--- config.mk ---
export PLATFORM = sky130hd
export DESIGN_NAME = pp_gate_ctrl
export DESIGN_NICKNAME = d
export VERILOG_FILES = /design/src/rtl/pp_gate_pkg.sv /design/src/rtl/pp_en_timer.sv /design/src/rtl/pp_req_decode.sv /design/src/rtl/pp_side.sv /design/src/rtl/pp_gate_ctrl.sv
export SDC_FILE = /design/constraint.sdc
export NUM_CORES = 1
export LEC_CHECK = 0
export BUFFER_PORTS_ARGS = -buffer_cell sky130_fd_sc_hd__buf_2
export CAP_MARGIN = 15
export CORE_MARGIN = 8
export CORE_UTILIZATION = 40
export DETAILED_ROUTE_END_ITERATION = 8
export PLACE_DENSITY = 0.64
export SLEW_MARGIN = 20
export SYNTH_ARGS = -nofsm -noshare
export SYNTH_HDL_FRONTEND = slang
export SYNTH_SLANG_ARGS = --single-unit
export TNS_END_PERCENT = 50
--- constraint.sdc ---
create_clock -name clk -period 3.5 [get_ports clk]
set_clock_uncertainty 0.1 [all_clocks]
set_input_delay 0.175 -clock clk [delete_from_list [all_inputs] [get_ports clk]]
set_output_delay 0.175 -clock clk [all_outputs]
set_load 0.005 [all_outputs]
--- src/rtl/pp_gate_pkg.sv ---
package pp_gate_pkg;
   typedef enum int unsigned {
      SIDE_HI = 0,
      SIDE_LO = 1
   } side_e;

   localparam int unsigned NUM_SIDES = 2;

   // round a time up to whole clock cycles
   function automatic int unsigned ns_to_cyc(input int unsigned t_ns,
                                             input int unsigned period_ns);
      return (t_ns + period_ns - 1) / period_ns;
   endfunction
endpackage

--- src/rtl/pp_en_timer.sv ---
module pp_en_timer #(
   parameter int unsigned DELAY_CYC = 10000
) (
   input  logic clk,
   input  logic rst_n,
   input  logic enable,
   input  logic por_ok,
   output logic gate
);
   localparam int unsigned CNT_W = $clog2(DELAY_CYC + 1);

   logic             en_ok;
   logic             run_q;
   logic [CNT_W-1:0] cnt_q;

   assign en_ok = enable & por_ok;

   always_ff @(posedge clk or negedge rst_n) begin
      if (!rst_n) begin
         cnt_q <= '0;
         run_q <= 1'b0;
      end else if (!en_ok) begin
         cnt_q <= '0;
         run_q <= 1'b0;
      end else if (cnt_q == CNT_W'(DELAY_CYC - 1)) begin
         run_q <= 1'b1;
      end else begin
         cnt_q <= cnt_q + 1'b1;
      end
   end

   // the off path does not wait for the register
   assign gate = run_q & en_ok;
endmodule

--- src/rtl/pp_req_decode.sv ---
module pp_req_decode (
   input  logic       dual_mode,
   input  logic       ctl_hi,
   input  logic       ctl_lo,
   output logic [1:0] req
);
   import pp_gate_pkg::*;

   always_comb begin
      if (dual_mode) begin
         req[SIDE_HI] = ctl_hi & ~ctl_lo;
         req[SIDE_LO] = ctl_lo & ~ctl_hi;
      end else begin
         req[SIDE_HI] = ctl_lo;
         req[SIDE_LO] = ~ctl_lo;
      end
   end
endmodule

--- src/rtl/pp_side.sv ---
module pp_side #(
   parameter int unsigned MIN_PW_CYC = 15,
   parameter int unsigned DB_W       = 8
) (
   input  logic            clk,
   input  logic            rst_n,
   input  logic            gate,
   input  logic            kill,
   input  logic            req,
   input  logic            dual_mode,
   input  logic            other_on,
   input  logic [DB_W-1:0] other_idle,
   input  logic [DB_W-1:0] dead_cycles,
   output logic            on,
   output logic [DB_W-1:0] idle
);
   localparam int unsigned PW_W = $clog2(MIN_PW_CYC + 1);

   logic [PW_W-1:0] pw_q;
   logic            may_start;

   assign may_start = req & ~other_on & (dual_mode | (other_idle >= dead_cycles));

   always_ff @(posedge clk or negedge rst_n) begin
      if (!rst_n) begin
         on   <= 1'b0;
         pw_q <= '0;
      end else if (!gate || kill) begin
         on   <= 1'b0;
         pw_q <= '0;
      end else if (on) begin
         if (pw_q < PW_W'(MIN_PW_CYC)) begin
            pw_q <= pw_q + 1'b1;
         end else if (!req) begin
            on   <= 1'b0;
            pw_q <= '0;
         end
      end else if (may_start) begin
         on   <= 1'b1;
         pw_q <= PW_W'(1);
      end
   end

   // cycles since this side went off, cleared while gated
   always_ff @(posedge clk or negedge rst_n) begin
      if (!rst_n) begin
         idle <= '0;
      end else if (!gate || on) begin
         idle <= '0;
      end else if (idle != {DB_W{1'b1}}) begin
         idle <= idle + 1'b1;
      end
   end
endmodule

--- src/rtl/pp_gate_ctrl.sv ---
module pp_gate_ctrl #(
   parameter int unsigned CLK_PERIOD_NS = 10,
   parameter int unsigned MIN_PW_NS     = 150,
   parameter int unsigned EN_DELAY_NS   = 100000,
   parameter int unsigned DB_W          = 8
) (
   input  logic            clk,
   input  logic            rst_n,
   input  logic            dual_mode,
   input  logic            ctl_hi,
   input  logic            ctl_lo,
   input  logic            enable,
   input  logic            por_ok,
   input  logic [DB_W-1:0] dead_cycles,
   input  logic            kill_hi,
   input  logic            kill_lo,
   output logic            hi_on,
   output logic            lo_on
);
   import pp_gate_pkg::*;

   localparam int unsigned MIN_PW_CYC   = ns_to_cyc(MIN_PW_NS, CLK_PERIOD_NS);
   localparam int unsigned EN_DELAY_CYC = ns_to_cyc(EN_DELAY_NS, CLK_PERIOD_NS);

   if (CLK_PERIOD_NS == 0) begin : g_bad_period
      $error("CLK_PERIOD_NS must be nonzero");
   end
   if (MIN_PW_CYC < 1) begin : g_bad_pw
      $error("MIN_PW_NS must give at least one cycle");
   end
   if (EN_DELAY_CYC < 1) begin : g_bad_en
      $error("EN_DELAY_NS must give at least one cycle");
   end
   if (DB_W < 1 || DB_W > 16) begin : g_bad_db
      $error("DB_W out of range");
   end

   logic                    gate;
   logic [NUM_SIDES-1:0]    req;
   logic [NUM_SIDES-1:0]    kill;
   logic [NUM_SIDES-1:0]    on_vec;
   logic [DB_W-1:0]         idle_arr [NUM_SIDES];

   assign kill[SIDE_HI] = kill_hi;
   assign kill[SIDE_LO] = kill_lo;

   pp_en_timer #(.DELAY_CYC(EN_DELAY_CYC)) u_en_timer (
      .clk    (clk),
      .rst_n  (rst_n),
      .enable (enable),
      .por_ok (por_ok),
      .gate   (gate)
   );

   pp_req_decode u_req_decode (
      .dual_mode (dual_mode),
      .ctl_hi    (ctl_hi),
      .ctl_lo    (ctl_lo),
      .req       (req)
   );

   for (genvar gi = 0; gi < NUM_SIDES; gi++) begin : g_side
      localparam int OTHER = NUM_SIDES - 1 - gi;
      pp_side #(.MIN_PW_CYC(MIN_PW_CYC), .DB_W(DB_W)) u_side (
         .clk         (clk),
         .rst_n       (rst_n),
         .gate        (gate),
         .kill        (kill[gi]),
         .req         (req[gi]),
         .dual_mode   (dual_mode),
         .other_on    (on_vec[OTHER]),
         .other_idle  (idle_arr[OTHER]),
         .dead_cycles (dead_cycles),
         .on          (on_vec[gi]),
         .idle        (idle_arr[gi])
      );
   end

   assign hi_on = on_vec[SIDE_HI];
   assign lo_on = on_vec[SIDE_LO];
endmodule

==> metrics.yaml, run 1 <==
status: "complete, no violations"
synth.largest_area_cell: "dfrtp_1"
start_util: 0.407
num_vias: 2000
grt_pass1_vias: 2017
worstHoldStart: "kill_lo"
reg2regPathDepth: 7
postPlaceCellArea_um2: 2710
post-cts-setup-buffers: 0
synthArstFlopShare: 1.00
ir_worst_vdd_v: 0.000148
finalHoldViolCount: 0
r2r_setup_slack_ns: 1.20
relSlewSlack: 0.395
cts_tree: "yes"
yosys-top-cells-count: "41 x dfrtp_1, 36 x nor2_1, 21 x ha_1, 20 x nand2_1, 19 x nand3_1"
ys_seq_elements: 41
p_sw_uw: 207
clock_path_buffers: 2
die_area_um2: 9160
intPower_uw: 633
drt_first_pass_iters: 4
grt_use_total: 0.123
ant_nets: 0
die_x_um: 95.7
clkSinkCount: 41
finalCriticalPeriod_ns: 2.30
synth-edff-count: 0
synth_top_area_share: 0.404
syn_avg_cell_area_um2: 9.15
worstSetupPathType: "register to register"
crit_arrival_ns: 2.37
setup_violations: 0
synth_nets: 316
ys_seq_area_frac: 0.404
routed_wirelength_mm: 5.03
crit_path_end_kind: "register"
required_ns: 3.58
nNetsFinal: 337
synth_cell_types: 46
holdPathStages: 3
worstMarginPinSlew_ns: 0.908
swShare: 0.246
worstHoldPathType: "primary input to register"
place_inst: 368
finalPower_uw: 839
rsz0062_at_grt: "false"
critPathLaunchType: "register"
cts_resized: 0
synth_area_um2: 2540
ctsHoldBuffers: 1
p_per_area_nw_per_um2: 299
grt_pass1_wl_mm: 9.10
ys.flop_type: "dfrtp_1"
fp.dieH_um: 95.7
min_to: "g_side[1].u_side.pw_q[0]"
slew_violations: 0
synth.top_cells.by_area: "dfrtp_1 40%, ha_1 10%, nor2_1 5.3%"
antenna_found_initial: 0
synth_cells: 278
p_clk_frac: 0.368
fmax_mhz: 435
reg2reg_to: "g_side[0].u_side.pw_q[0]"
yosysMostFrequentCell: "dfrtp_1"
stdcell_area_um2: 2810
fin_crit_sh: 0.656
ys_warn_count: 0
hpwl_mm: 3.78
viasPerCell: 5.31
tns_ns: 0
numCtsBuffers: 5
cts.htree.levels: 2
max_cap_viol_count: 0
fin_util: 0.449
comb_power_share: 0.066
drt_iter0_drc: 66
clkLatencyLatePin_ns: 0.29
crit_fanout: 5
area.growth.synth_to_final_pct: 10.3
portBuffers: 18
drive_gt1_frac: 0.113
final_cells: 377
gp_congestion: 0.803
p_seq_frac: 0.566
rows: 29
p_leak_uw: 0.00127
wl_per_cell_um: 13.3
core-area_um2: 6240
drc_errors: 0
root_buffer: "clkbuf_8"
reg2reg_from: "g_side[1].u_side.idle[0]"
grt.overflow.total: 0
ios: 19
grt_max_degree: 42
clk_pin_slew_worst_paths_ns: 0.08
antenna_cells: 0
[per-layer routing]
metal  track usage  wire, um  up-vias
li1              -         -     1031
met1         0.161      2570      946
met2         0.190      2230       21
met3        0.0343       187        2
met4        0.0397        34        0
met5             0         0        -
[layout make-up]
cell class	count	area, um^2
Clock buffer	5	68.8
Clock inverter	3	17.5
Fill cell	620	3440
Inverter	16	60.1
Multi-Input combinational cell	216	1440
Sequential cell	41	1030
Tap cell	77	96.3
Timing Repair Buffer	19	100
[state kept, by name (all words and copies together), names as in the netlist]
| signal | flops |
|---|---|
| g_side.u_side.pw_q | 8 |
| u_en_timer.run_q | 1 |
| u_en_timer.cnt_q | 14 |
| g_side.u_side.idle | 16 |
| g_side.u_side.on | 2 |
[cell usage in the layout (no fill, tap or decap), types with 2 or more instances in the layout]
master    instances
dfrtp_1          41
nor2_1           36
ha_1             21
nand2_1          20
nand3_1          19
buf_2            18
inv_1            16
xor2_1           13
o21ai_0          12
a21oi_1          11
nor3_1            8
nand4_1           8
nand2b_1          7
mux2i_1           6
a211oi_1          5
and3_1            5
xnor2_1           5
clkbuf_8          5
a31oi_1           4
nand3b_1          3
or3_1             3
o21ai_1           3
and2_1            2
or2_2             2
o211ai_1          2
clkinv_2          2
[power by group through the flow]
stage                     Clock [uW]  Combinational [uW]  Sequential (uW)
after floorplan                    0                26.2              485
after global placement             0                54.9              485
after detailed placement           0                55.7              485
after CTS                        323                57.1              475
after global routing             342                65.0              475
final                            309                55.4              475
[worst max path at each step]
stage	from	endpoint	slack (ns)	depth (start not counted)
final	g_side[1].u_side.idle[0]	g_side[0].u_side.pw_q[0]	1.20	7
after global routing	g_side[1].u_side.idle[0]	g_side[0].u_side.pw_q[0]	1.07	7
after CTS	g_side[1].u_side.idle[0]	g_side[0].u_side.pw_q[0]	1.20	7
after detailed placement	g_side[1].u_side.idle[0]	g_side[0].u_side.pw_q[0]	1.24	7
after global placement	g_side[1].u_side.idle[0]	g_side[0].u_side.pw_q[0]	1.28	7
after floorplan	g_side[1].u_side.idle[0]	g_side[0].u_side.pw_q[0]	1.42	7
[worst max-delay path, stage by stage (launching register included)]
cell and delay, ns:
dfrtp_1 0.41, inv_1 0.06, ha_1 0.26, nand2b_1 0.13
a2111oi_0 0.43, nor3_1 0.13, o311a_1 0.40, o31a_1 0.26
[cell families after synthesis]
group	count (synthesis)	synth area share
buffers and inverters	21	0.0315
xor gates and xnor gates	18	0.0620
DFF	41	0.404
muxes	6	0.0236
and+or+nand+nor	121	0.245
adders and majority gates	21	0.103
AOI/OAI and AO/OA	50	0.131
[per-stage QoR]
stage               hold slack (ns)  setup WS [ns]
floorplan                    -0.221           1.42
global placement              0.272           1.28
detailed placement            0.272           1.24
global route                 0.0910           1.07
CTS                          0.0834           1.20
finish                       0.0899           1.20
(Power assumes the default switching activity.)
==> run 2: changes to the inputs <==
ABC_AREA = 1   (was default)
PLACE_DENSITY = 0.66   (was 0.64)
clock period = 2 ns   (was 3.5 ns; I/O delays follow)
==> run 2 against run 1 <==
  * Power grew 82%
  * First-iteration DRC count grew 86%
  * Area after synthesis grew 2.7%
  * Maximum frequency grew 34%
  * Routed wire length grew 3.4%
  * Clock power grew 93%
  * Hold slack lost 0.079 ns
  * Largest cell class unchanged
  * Highest routed layer unchanged
==> metrics.yaml, run 2 <==
ir_worst_vdd_v: 0.000257  # +73%
antenna_found_initial: 0  # unchanged
synth_cell_types: 35  # -24%
p_leak_uw: 0.00152  # +20%
root_buffer: "clkbuf_8"
grt_pass1_wl_mm: 9.40  # +3.3%
synth_cells: 343  # +23%
crit_fanout: 4  # -1
drive_gt1_frac: 0.141  # +0.0272
cpPeakStageDelay_ns: 0.37  # -0.06 ns
ant_nets: 0  # unchanged
clk_pin_slew_worst_paths_ns: 0.08  # about the same
crit_path_end_kind: "register"
clkLatencyLatePin_ns: 0.29  # about the same
core-area_um2: 6310  # +1.2%
area.growth.synth_to_final_pct: 11.7
finalHoldViolCount: 0  # unchanged
crit_slowest_cell: "dfrtp_1"
die_x_um: 96.8  # +1.1%
layout.cells.most_common: "nand2_1"
rows: 29  # unchanged
hpwl_mm: 4.05  # +7.0%
place_inst: 437  # +19%
drt_iter0_drc: 123  # +86%
status: "complete, no violations"
ios: 19  # unchanged
drc_errors: 0  # unchanged
largest_reg_flops: 16  # unchanged
regMostFlops: "g_side.u_side.idle"
ys_warn_count: 0  # unchanged
fmax_mhz: 582  # +34%
ys_seq_area_frac: 0.393  # -0.0104
start_util: 0.413  # +0.00602
final_cells: 447  # +19%
syn_avg_cell_area_um2: 7.61  # -17%
holdPathStages: 4  # +1
numCtsBuffers: 5  # unchanged
final_cell_mix: "81 x nand2_1, 45 x inv_1, 41 x dfrtp_1, 33 x nor2_1, 26 x nand3_1"
yosysMostFrequentCell: "nand2_1"
rsz0062_at_grt: "false"
grt_use_total: 0.116  # -0.00637
p_per_area_nw_per_um2: 524  # +75%
synth.largest_area_cell: "dfrtp_1"
synthArstFlopShare: 1.00  # unchanged
worstSetupPathType: "register to register"
crit_chain: "inv_1 > ha_1 > inv_1 > nand2_1 > nand2_1 > nand2_1 > nand2_1 > nand2_1 > nand2_1 > nand2_1 > nand2_1 > nand2_1 > nand2_1 > nand3_1 > nand2_1"
num_vias: 2253  # +13%
synth.top_cells.by_area: "dfrtp_1 39%, nand2_1 12%, ha_1 10%"
worstMarginPinSlew_ns: 0.520  # -0.388 ns
gp_congestion: 0.851  # +6.0%
cts.htree.levels: 2  # unchanged
antenna_cells: 0  # unchanged
drt_first_pass_iters: 4  # unchanged
synth-edff-count: 0  # unchanged
fp.dieH_um: 96.8  # +1.1%
critPathLaunchType: "register"
grt.overflow.total: 0  # unchanged
grt_max_degree: 42  # unchanged
routed_wirelength_mm: 5.20  # +3.4%
relSlewSlack: 0.653  # +0.259
yosys-top-cells-count: "81 x nand2_1, 45 x inv_1, 41 x dfrtp_1, 33 x nor2_1, 26 x nand3_1"
clkSinkCount: 41  # unchanged
crit_path_frequent_cell: "nand2_1"
tns_ns: 0  # unchanged
clock_path_buffers: 2  # unchanged
finalCriticalPeriod_ns: 1.72  # -0.579 ns
die_area_um2: 9370  # +2.2%
slew_violations: 0  # unchanged
synth_area_um2: 2610  # +2.7%
fin_crit_sh: 0.859  # +0.203
grt_pass1_vias: 2104  # +4.3%
worstHoldPathType: "primary input to register"
cts_tree: "yes"
cts_resized: 0  # unchanged
ys.flop_type: "dfrtp_1"
reg2regPathDepth: 15  # +8
synth_nets: 381  # +21%
nNetsFinal: 407  # +21%
synth_top_area_share: 0.393  # -0.0104
crit_arrival_ns: 1.81  # -0.56 ns
reg.largest.list: "g_side.u_side.idle x16, u_en_timer.cnt_q x14, g_side.u_side.pw_q x8"
setup_violations: 0  # unchanged
max_cap_viol_count: 0  # unchanged
viasPerCell: 5.04  # -5.0%
wl_per_cell_um: 11.6  # -13%
ys_seq_elements: 41  # unchanged
required_ns: 2.09  # -1.49 ns
portBuffers: 18  # unchanged
[run 2: worst paths after layout]
path / from / endpoint / slack (ns)
setup reg to reg: g_side[1].u_side.idle[0] / g_side[0].u_side.pw_q[2] / 0.28
hold / removal: kill_lo / g_side[1].u_side.on / 0.01
min in group asynchronous: rst_n / g_side[0].u_side.idle[0] / 0.29
max in group asynchronous: rst_n / u_en_timer.cnt_q[9] / 1.14
hold reg to reg: u_en_timer.cnt_q[2] / u_en_timer.cnt_q[2] / 0.44
setup / recovery: g_side[1].u_side.idle[0] / g_side[0].u_side.pw_q[2] / 0.28
[run 2: what timing repair did]
item	4_1_cts	5_1_grt
endpoints found under the hold margin	42	0
setup buffers	0	0
hold buffers	2	0
[run 2: cell families after synthesis]
family / after synthesis / share of synthesized area
and+or+nand+nor: 176 / 0.312
buffers and inverters: 54 / 0.0834
AOI/OAI and AO/OA: 48 / 0.101
DFF: 41 / 0.393
adders and majority gates: 21 / 0.101
xor gates and xnor gates: 3 / 0.0101
[run 2: area by class of cell]
cell class / count / area [um^2]
timing repair buffer: 21 / 118
inverter: 52 / 209
clock buffer: 7 / 96.3
clock inverter: 1 / 5.00
fill: 641 / 3400
multi-input combinational: 248 / 1370
sequential: 41 / 1030
tap: 77 / 96.3
[run 2: per-stage QoR]
stage / area, um^2 / power [uW] / setup WS [ns] / hold slack [ns] / utilization
after floorplan: 2610 / 899 / 0.480 / -0.296 / -
after global placement: 2800 / 946 / 0.331 / 0.108 / 0.443
after detailed placement: 2800 / 947 / 0.282 / 0.102 / 0.443
after CTS: 2920 / 1550 / 0.280 / 0.00261 / 0.462
after global routing: 2920 / 1610 / 0.0758 / 0.0275 / 0.462
final: 2920 / 1530 / 0.282 / 0.0108 / 0.462
[run 2: critical path: cells and delay by family, from the launching register on]
family | cells | cell delay (ns)
simple gates | 12 | 0.76
buf+inv | 2 | 0.11
flops | 1 | 0.37
fa+ha+maj | 1 | 0.27
[run 2: power breakdown]
| group | total (uW) | internal, uW | switching, uW |
|---|---|---|---|
| clock | 595 | 312 | 283 |
| combinational | 101 | 35.9 | 65.5 |
| sequential | 832 | 830 | 1.58 |
| total | 1530 | 1180 | 350 |
[run 2: per-layer routing]
layer,wire length [um],track usage,up-vias
li1,-,-,1179
met3,165,0.0284,7
met1,2650,0.151,1040
met5,0,0,-
met2,2300,0.181,27
met4,87,0.0438,0
